--- src/rtl/fs_pkg.sv ---
`timescale 1ns/1ps
// fs_pkg: shared types for the line driver fault supervisor.
// Assumes: nothing beyond the standard language.
package fs_pkg;
    // Short-circuit controller phases.
    typedef enum logic [1:0] {
        SV_IDLE  = 2'd0,  // normal driver control, overcurrent being qualified
        SV_ARMED = 2'd1,  // short qualified, shutdown time not yet reached
        SV_OFF   = 2'd2,  // driver held off between retry windows
        SV_RETRY = 2'd3   // driver forced on to test the short
    } short_st_t;
endpackage

--- src/rtl/fs_sync.sv ---
`timescale 1ns/1ps
// fs_sync: two-flop synchronizer, one chain per bit of a W-bit bus.
// Assumes: bits are independent single-bit levels (no bus coherency).
module fs_sync #(
    parameter int W = 1
) (
    input  logic         clk,
    input  logic         rst_n,
    input  logic [W-1:0] d,
    output logic [W-1:0] q
);
    genvar gi;
    generate
        for (gi = 0; gi < W; gi++) begin : g_bit
            logic meta_q;
            logic sync_q;
            // Two-stage capture of one asynchronous bit.
            always_ff @(posedge clk) begin
                if (!rst_n) begin
                    meta_q <= 1'b0;
                    sync_q <= 1'b0;
                end else begin
                    meta_q <= d[gi];
                    sync_q <= meta_q;
                end
            end
            assign q[gi] = sync_q;
        end
    endgenerate
endmodule

--- src/rtl/fs_short_ctl.sv ---
`timescale 1ns/1ps
// fs_short_ctl: qualifies a persistent overcurrent, times the shutdown
// from the first high sample, then runs periodic retry windows.
// Assumes: oc is already synchronous; SHUT_CYC > QUAL_CYC >= 1,
// PERIOD_CYC > WIN_CYC >= 1. A single counter serves every phase.
module fs_short_ctl
    import fs_pkg::*;
#(
    parameter int QUAL_CYC   = 8000,
    parameter int SHUT_CYC   = 12000,
    parameter int WIN_CYC    = 17500,
    parameter int PERIOD_CYC = 1300000
) (
    input  logic      clk,
    input  logic      rst_n,
    input  logic      oc,
    output short_st_t st,
    output logic      qual_evt
);
    localparam int MAXC  = (SHUT_CYC > PERIOD_CYC) ? SHUT_CYC : PERIOD_CYC;
    localparam int CNT_W = $clog2(MAXC + 1);
    localparam int OFF_CYC = PERIOD_CYC - WIN_CYC;
    localparam logic [CNT_W-1:0] QUAL_LAST = CNT_W'(QUAL_CYC - 1);
    localparam logic [CNT_W-1:0] SHUT_LAST = CNT_W'(SHUT_CYC - 1);
    localparam logic [CNT_W-1:0] OFF_LAST  = CNT_W'(OFF_CYC - 1);
    localparam logic [CNT_W-1:0] WIN_LAST  = CNT_W'(WIN_CYC - 1);

    short_st_t        st_q, st_d;
    logic [CNT_W-1:0] cnt_q, cnt_d;

    // Next phase and counter value.
    always_comb begin
        st_d     = st_q;
        cnt_d    = cnt_q + 1'b1;
        qual_evt = 1'b0;
        unique case (st_q)
            SV_IDLE: begin
                if (!oc) begin
                    cnt_d = '0;
                end else if (cnt_q == QUAL_LAST) begin
                    st_d     = SV_ARMED;
                    qual_evt = 1'b1;
                end
            end
            SV_ARMED: begin
                if (cnt_q == SHUT_LAST) begin
                    st_d  = SV_OFF;
                    cnt_d = '0;
                end
            end
            SV_OFF: begin
                if (cnt_q == OFF_LAST) begin
                    st_d  = SV_RETRY;
                    cnt_d = '0;
                end
            end
            SV_RETRY: begin
                if (cnt_q == WIN_LAST) begin
                    st_d  = oc ? SV_OFF : SV_IDLE;
                    cnt_d = '0;
                end
            end
            default: begin
                st_d  = SV_IDLE;
                cnt_d = '0;
            end
        endcase
    end

    // Phase and counter registers.
    always_ff @(posedge clk) begin
        if (!rst_n) begin
            st_q  <= SV_IDLE;
            cnt_q <= '0;
        end else begin
            st_q  <= st_d;
            cnt_q <= cnt_d;
        end
    end

    assign st = st_q;
endmodule

--- src/rtl/fs_level_det.sv ---
`timescale 1ns/1ps
// fs_level_det: flags a line left between the receive thresholds while
// an open-drain driver is off.
// Assumes: lo_s/hi_s are already synchronized; od/cmd are synchronous.
module fs_level_det (
    input  logic clk,
    input  logic rst_n,
    input  logic od,
    input  logic cmd,
    input  logic lo_s,
    input  logic hi_s,
    output logic lvl_flt,
    output logic lvl_evt
);
    logic cond;

    // Fault condition from the current samples.
    always_comb begin
        cond    = od & ~cmd & lo_s & ~hi_s;
        lvl_evt = cond & ~lvl_flt;
    end

    // Registered level fault; follows the condition with one edge of delay.
    always_ff @(posedge clk) begin
        if (!rst_n) lvl_flt <= 1'b0;
        else        lvl_flt <= cond;
    end
endmodule

--- src/rtl/fs_irq_latch.sv ---
`timescale 1ns/1ps
// fs_irq_latch: sticky interrupt bit; set has priority over clear.
// Assumes: set and clr are single-cycle synchronous strobes or levels.
module fs_irq_latch (
    input  logic clk,
    input  logic rst_n,
    input  logic set,
    input  logic clr,
    output logic irq_q
);
    // Hold, set or release the sticky bit.
    always_ff @(posedge clk) begin
        if (!rst_n)   irq_q <= 1'b0;
        else if (set) irq_q <= 1'b1;
        else if (clr) irq_q <= 1'b0;
    end
endmodule

--- src/rtl/drv_fault_supervisor.sv ---
`timescale 1ns/1ps
// drv_fault_supervisor: top of the line driver fault supervisor. Combines
// short-circuit control, level-fault detection and the sticky interrupt,
// and drives the driver enable.
// Assumes: oc_flag and the control inputs are synchronous to clk; the two
// comparator inputs are asynchronous. All times are in clock cycles.
module drv_fault_supervisor
    import fs_pkg::*;
#(
    parameter int QUAL_CYC   = 8000,
    parameter int SHUT_CYC   = 12000,
    parameter int WIN_CYC    = 17500,
    parameter int PERIOD_CYC = 1300000
) (
    input  logic clk,
    input  logic rst_n,
    input  logic oc_flag,
    input  logic line_above_lo,
    input  logic line_above_hi,
    input  logic od_mode,
    input  logic drv_cmd,
    input  logic status_rd,
    output logic drv_en,
    output logic fault_live,
    output logic fault_irq,
    output logic irq_n
);
    localparam int NCMP = 2;

    logic [NCMP-1:0] cmp_s;
    short_st_t       short_st;
    logic            qual_evt;
    logic            lvl_flt;
    logic            lvl_evt;

    fs_sync #(.W(NCMP)) u_sync (
        .clk   (clk),
        .rst_n (rst_n),
        .d     ({line_above_hi, line_above_lo}),
        .q     (cmp_s)
    );

    fs_short_ctl #(
        .QUAL_CYC   (QUAL_CYC),
        .SHUT_CYC   (SHUT_CYC),
        .WIN_CYC    (WIN_CYC),
        .PERIOD_CYC (PERIOD_CYC)
    ) u_short (
        .clk      (clk),
        .rst_n    (rst_n),
        .oc       (oc_flag),
        .st       (short_st),
        .qual_evt (qual_evt)
    );

    fs_level_det u_level (
        .clk     (clk),
        .rst_n   (rst_n),
        .od      (od_mode),
        .cmd     (drv_cmd),
        .lo_s    (cmp_s[0]),
        .hi_s    (cmp_s[1]),
        .lvl_flt (lvl_flt),
        .lvl_evt (lvl_evt)
    );

    fs_irq_latch u_irq (
        .clk   (clk),
        .rst_n (rst_n),
        .set   (qual_evt | lvl_evt),
        .clr   (status_rd),
        .irq_q (fault_irq)
    );

    // Driver enable from the short controller phase and the command.
    always_comb begin
        unique case (short_st)
            SV_OFF:   drv_en = 1'b0;
            SV_RETRY: drv_en = 1'b1;
            default:  drv_en = drv_cmd;
        endcase
    end

    // Live fault and interrupt request outputs.
    always_comb begin
        fault_live = lvl_flt | (short_st != SV_IDLE);
        irq_n      = ~fault_irq;
    end
endmodule

--- config.mk ---
export PLATFORM = sky130hd
export DESIGN_NAME = drv_fault_supervisor
export DESIGN_NICKNAME = d
export VERILOG_FILES = /design/src/rtl/fs_pkg.sv /design/src/rtl/fs_sync.sv /design/src/rtl/fs_short_ctl.sv /design/src/rtl/fs_level_det.sv /design/src/rtl/fs_irq_latch.sv /design/src/rtl/drv_fault_supervisor.sv
export SDC_FILE = /design/constraint.sdc
export NUM_CORES = 1
export LEC_CHECK = 0
export ABC_AREA = 1
export BUFFER_PORTS_ARGS = -buffer_cell sky130_fd_sc_hd__buf_4
export CORE_MARGIN = 3
export CORE_UTILIZATION = 45
export CTS_BUF_LIST = sky130_fd_sc_hd__clkbuf_2
export CTS_CLUSTER_DIAMETER = 150
export DETAILED_ROUTE_END_ITERATION = 7
export SLEW_MARGIN = 20
export SYNTH_ARGS = -nofsm -noshare
export SYNTH_HDL_FRONTEND = slang
export SYNTH_HIERARCHICAL = 1
export SYNTH_SLANG_ARGS = --single-unit
--- constraint.sdc ---
create_clock -name clk -period 3.25 [get_ports clk]
set_input_delay 0.325 -clock clk [delete_from_list [all_inputs] [get_ports clk]]
set_output_delay 0.325 -clock clk [all_outputs]
set_load 0.005 [all_outputs]
* Word-level counts from Yosys, hierarchy flattened
Cells that the tools add are included.
** Storage, ports and cells
- Output and inout bits :: 4
- Flip-flop bits (word level) :: 29
** Cells by class
- Add/sub/neg operators :: 1
- Bitwise gates (word level) :: 10
- Equal/unequal tests :: 12
- Reduce and logical (&&, ||, !) cells :: 4
- Multiplexer cells :: 18
** Operators by type and width (number)
- 2-to-1 mux 21 bit :: 4
- case mux 21 bit (4 select lines) :: 1
- adder 21 x 1 -> 21 bit (second input constant) :: 1
- equality test 21 x 13 -> 1 bit (second input constant) :: 1
- equality test 21 x 14 -> 1 bit (second input constant) :: 1
- equality test 21 x 15 -> 1 bit (second input constant) :: 1
- equality test 21 bit (second input constant) :: 1
- 2-to-1 mux 2 bit :: 6
- inequality test 2 x 1 -> 1 bit (second input constant) :: 4
- case mux 2 bit (4 select lines) :: 1
- 2-to-1 mux 1 bit :: 5
- AND reduction 5 bit :: 1
- AND 1 bit :: 4
- equality test 2 bit (second input constant) :: 2
- inverter 1 bit :: 4
- nonzero test 2 bit :: 2
- equality test 2 x 1 -> 1 bit (second input constant) :: 1
- zero test 2 bit :: 1
- inequality test 2 bit (second input constant) :: 1
- OR 1 bit :: 2
- case mux 1 bit (2 select lines) :: 1

* Logic depth before layout (Yosys ltp)
- Depth in word-level cells :: 7
- Depth in mapped cells :: 13
- Mapped depth without buffers :: 12

* Hierarchy
Netlist, hierarchy kept.
** Modules (own cells, without submodules)
- fs_short_ctl :: area an instance 1358.8 sq um, cells an instance 199, instances 1
- fs_sync :: area an instance 125.1 sq um, cells an instance 14, instances 1
- fs_level_det :: area an instance 46.3 sq um, cells an instance 8, instances 1
- fs_irq_latch :: area an instance 43.8 sq um, cells an instance 6, instances 1
- drv_fault_supervisor :: area an instance 32.5 sq um, cells an instance 8, instances 1

* Least setup slack after synthesis
OpenSTA, ideal clock, no wires.
- Path kind :: flip-flop to flip-flop
- Start :: register u_short.cnt_q[0]
- End :: register u_short.cnt_q[9]
- Library setup time :: 116 ps
- Period minus slack after synthesis :: 1550 ps
- Stages on the path, launching flop included :: 14
- Slack :: 1700 ps
- Required time :: 3134 ps
- Data arrival time :: 1434 ps
- Buffers on the path :: 1
- Cell sequence :: dfxtp_1 ha_1 inv_1 nor2_1 nand2_1 nor2_1 nand3_1 nand2_1 nand2_1 nor2_2 nand2_1 nand2_2 buf_6 nor2_2
** On the way
- Cells in the longest elaborated chain, start to end :: 3
- Elaborated cells between the ends (all ways) :: 9
- Classes of those cells :: add/sub (1); eq/ne (3); mux (5)
** RTL lines
- start, declared :: RTL line fs_short_ctl.sv:29 : logic [CNT_W-1:0] cnt_q, cnt_d;
- start signal, assigned :: RTL line fs_short_ctl.sv:77 : cnt_q <= cnt_d;
- adder 21 x 1 -> 21 bit, or another cell as far along :: RTL line fs_short_ctl.sv:34 : cnt_d = cnt_q + 1'b1;
- 2-to-1 mux 21 bit, on equally long branches
- case mux 21 bit (4 select lines) * :: RTL line fs_short_ctl.sv:36 : unique case (st_q)
Every way passes the cells marked *; elsewhere a longest branch is shown, timed or not.
A chain may end at the register's enable or synchronous reset.

* Worst setup path in the final report
- Start :: register u_short.cnt_q[0]
- End :: register u_short.cnt_q[19]
The elaborated chain is that of the path after synthesis.

==> impl_metrics.ini <==
[timing]
maxSlewViolCount = 0
finalHoldViolations = 0
max_freq_mhz = 498
final-setup-viol-count = 0
slew_headroom = 0.656
worst_pin_slew_ps = 514
fin_skew_ps = 13.6
rsz0062_at_grt = no
post-route-min-period_ps = 2010
timing.final.crit_share = 0.618
setup-tns-final_ps = 0
hold-worst-slack_ps = 158

[power]
swShare = 0.335
p_clk_frac = 0.216
vdd.ir_drop.worst_mv = 0.225
p_seq_frac = 0.546
pwr-share-comb = 0.238
p_switching_uw = 244
total_leakage_power_uw = 0.000732
power_density_nw_per_um2 = 420
p_int_uw = 484

[layout]
syn_to_final_growth_pct = 7.94
final_area_um2 = 1730
final_nets = 257
diodes = 0
drive_gt1_frac = 0.178
fill_cells = 378

[grt]
grt_util_met1 = 0.211
top_usage_layer = met2
grt_max_degree = 21
grt_pass1_vias = 1156
grtUsageMet2 = 0.229
gr-usage-met3 = 0.0718
antenna_found_initial = 0
grt_pass1_wl_mm = 5.15
overflow = 0
globalRouteTotalUtil = 0.159

[die]
rows = 21
io_pins = 12
design.die.area_um2 = 4320
die_w_um = 65.8
coreArea_um2 = 3390
die_y_um = 65.8
start_util = 0.474

[flow_run]
cap_violations = 0

[critical_path]
worstPathArrival_ps = 2250
crit_type = flop to flop
rr_endpoint = u_short/cnt_q[19]
r2r_slack_ps = 1240
crit_fanout = 20
r2r_start = u_short/cnt_q[0]
critPathLaunchType = flop
required_ps = 3490
critPathCaptureType = flop
r2r.worst_path.cells = 12

[clock_network]
cts.sinks = 29
cts-root-buf = clkbuf_2
cts.repair.resized = 0
ctsHoldBuffers = 0
clk_path_buf_depth = 2
cts_inserted_buffers = 5
tritoncts = done
clk_pin_slew_ps = 140
clock_latency_ps = 350
post-cts-setup-buffers = 0
htree_levels = 2

[logic_synthesis]
synth_warnings = 6
syn-cell-area_um2 = 1610
synth.most_common_cell = nand2_1
synth.area.top_cells = dfxtp_1 36%, nand2_1 11%, nor2_1 9.1%
synth_common_cells = 49 x nand2_1, 39 x nor2_1, 37 x inv_1
async_flop_share = 0
syn_nets = 244
synth_top_area_share = 0.361
synth_area_per_cell_um2 = 6.84
synth_cells = 235
synth-edff-count = 0
synth.distinct_cells = 26
ys_seq_elements = 29
synth_flop_cell = dfxtp_1
seq_area_frac_synth = 0.361
yosysTopAreaCell = dfxtp_1

[worst_hold_path]
worstHoldPathCells = 3
holdPathEnd = u_sync/g_bit[0].meta_q
hp-start = line_above_lo
worst_hold_path_type = input pin to flop

[placement]
placed_area_um2 = 1700
place_congestion = 0.899
io_buffer_count = 11
hpwlAfterDp_mm = 2.30

[route]
routedWlPerCell_um = 10.1
drt-pass1-iter-count = 4
first_iter_violations = 72
drc_errors = 0
ant_nets = 0
via_per_inst = 4.52
wirelength_mm = 2.95
vias = 1325

[status]
status = finished clean
==> layout by cell type, fill, tap and decap left out, drive strengths merged <==
cell type	count
xnor2	2
nor2	56
o21ai	2
o22ai	1
nor4	1
ha	1
nor3	8
xor2	15
clkbuf	5
dfxtp	29
nand4	4
or2	2
clkinv	1
a21oi	3
inv	40
buf	11
nand3b	1
nand3	13
nand2	52
==> state kept, by name, indices dropped and copies added, names as in the netlist <==
name / flops
u_sync/g_bit.meta_q: 2
u_sync/g_bit.sync_q: 2
u_short/st: 2
u_level/lvl_flt: 1
u_irq/irq_q: 1
u_short/cnt_q: 21
==> layout make-up <==
class | instances | area [um^2] | share of cell area
clock buffer | 5 | 25.0 | 0.0144
clock inverter | 1 | 5.00 | 0.00289
inverter | 40 | 150 | 0.0866
multi-input combinational | 161 | 833 | 0.481
sequential | 29 | 581 | 0.335
tap | 46 | 57.6 | 0.0332
timing repair buffer | 11 | 82.6 | 0.0476
==> power by group through the flow <==
stage          registers (uW)  clock network [uW]  logic [uW]
6_report                  398                 158         173
5_1_grt                   403                 191         201
4_1_cts                   398                 170         177
3_5_place_dp              406                   0         176
3_3_place_gp              406                   0         177
2_1_floorplan             401                   0         149
==> critical path: stages (launching register included) <==
cell     delay, ps
dfxtp_1        380
ha_1           220
inv_1           50
nor2_1         150
nand2_1         70
nor2_1          90
nand3_1         80
nand2_1         90
nand2_1         80
nor2_2         100
nand2_1         80
nand2_2        400
nor2_1          90
==> logic make-up (layout without fill, tap and decap cells) <==
group	after synthesis	after routing	synth area share
AO/OA/AOI/OAI	6	6	0.0218
XOR/XNOR	17	17	0.0927
adder cells (fa/ha/maj)	1	1	0.00779
buffers and inverters	45	57	0.120
flip-flops	29	29	0.361
AND/OR/NAND/NOR	137	137	0.396
==> per-layer routing <==
layer | share of wire | vias up
met4 | 0.0044 | 0
met2 | 0.43 | 21
li1 | - | 728
met5 | 0 | -
met1 | 0.53 | 574
met3 | 0.039 | 2
==> per-stage QoR <==
step	util	cells	total power (uW)	setup slack (ps)
floorplan	-	235	549	1700
global placement	0.503	287	583	1330
detailed placement	0.503	287	582	1240
CTS	0.512	293	745	1220
global route	0.512	293	795	988
finish	0.512	293	729	1240
==> worst max path at each step <==
stage                           startpoint                end  slack (ps)  cells past startpoint
after global placement    u_short/cnt_q[0]  u_short/cnt_q[19]        1330                     12
after floorplan           u_short/cnt_q[0]   u_short/cnt_q[9]        1700                     13
after global routing      u_short/cnt_q[0]   u_short/cnt_q[2]         990                     12
final                     u_short/cnt_q[0]  u_short/cnt_q[19]        1240                     12
after detailed placement  u_short/cnt_q[0]  u_short/cnt_q[19]        1240                     12
after CTS                 u_short/cnt_q[0]  u_short/cnt_q[19]        1220                     12
Power figures use the tool's default switching activity.
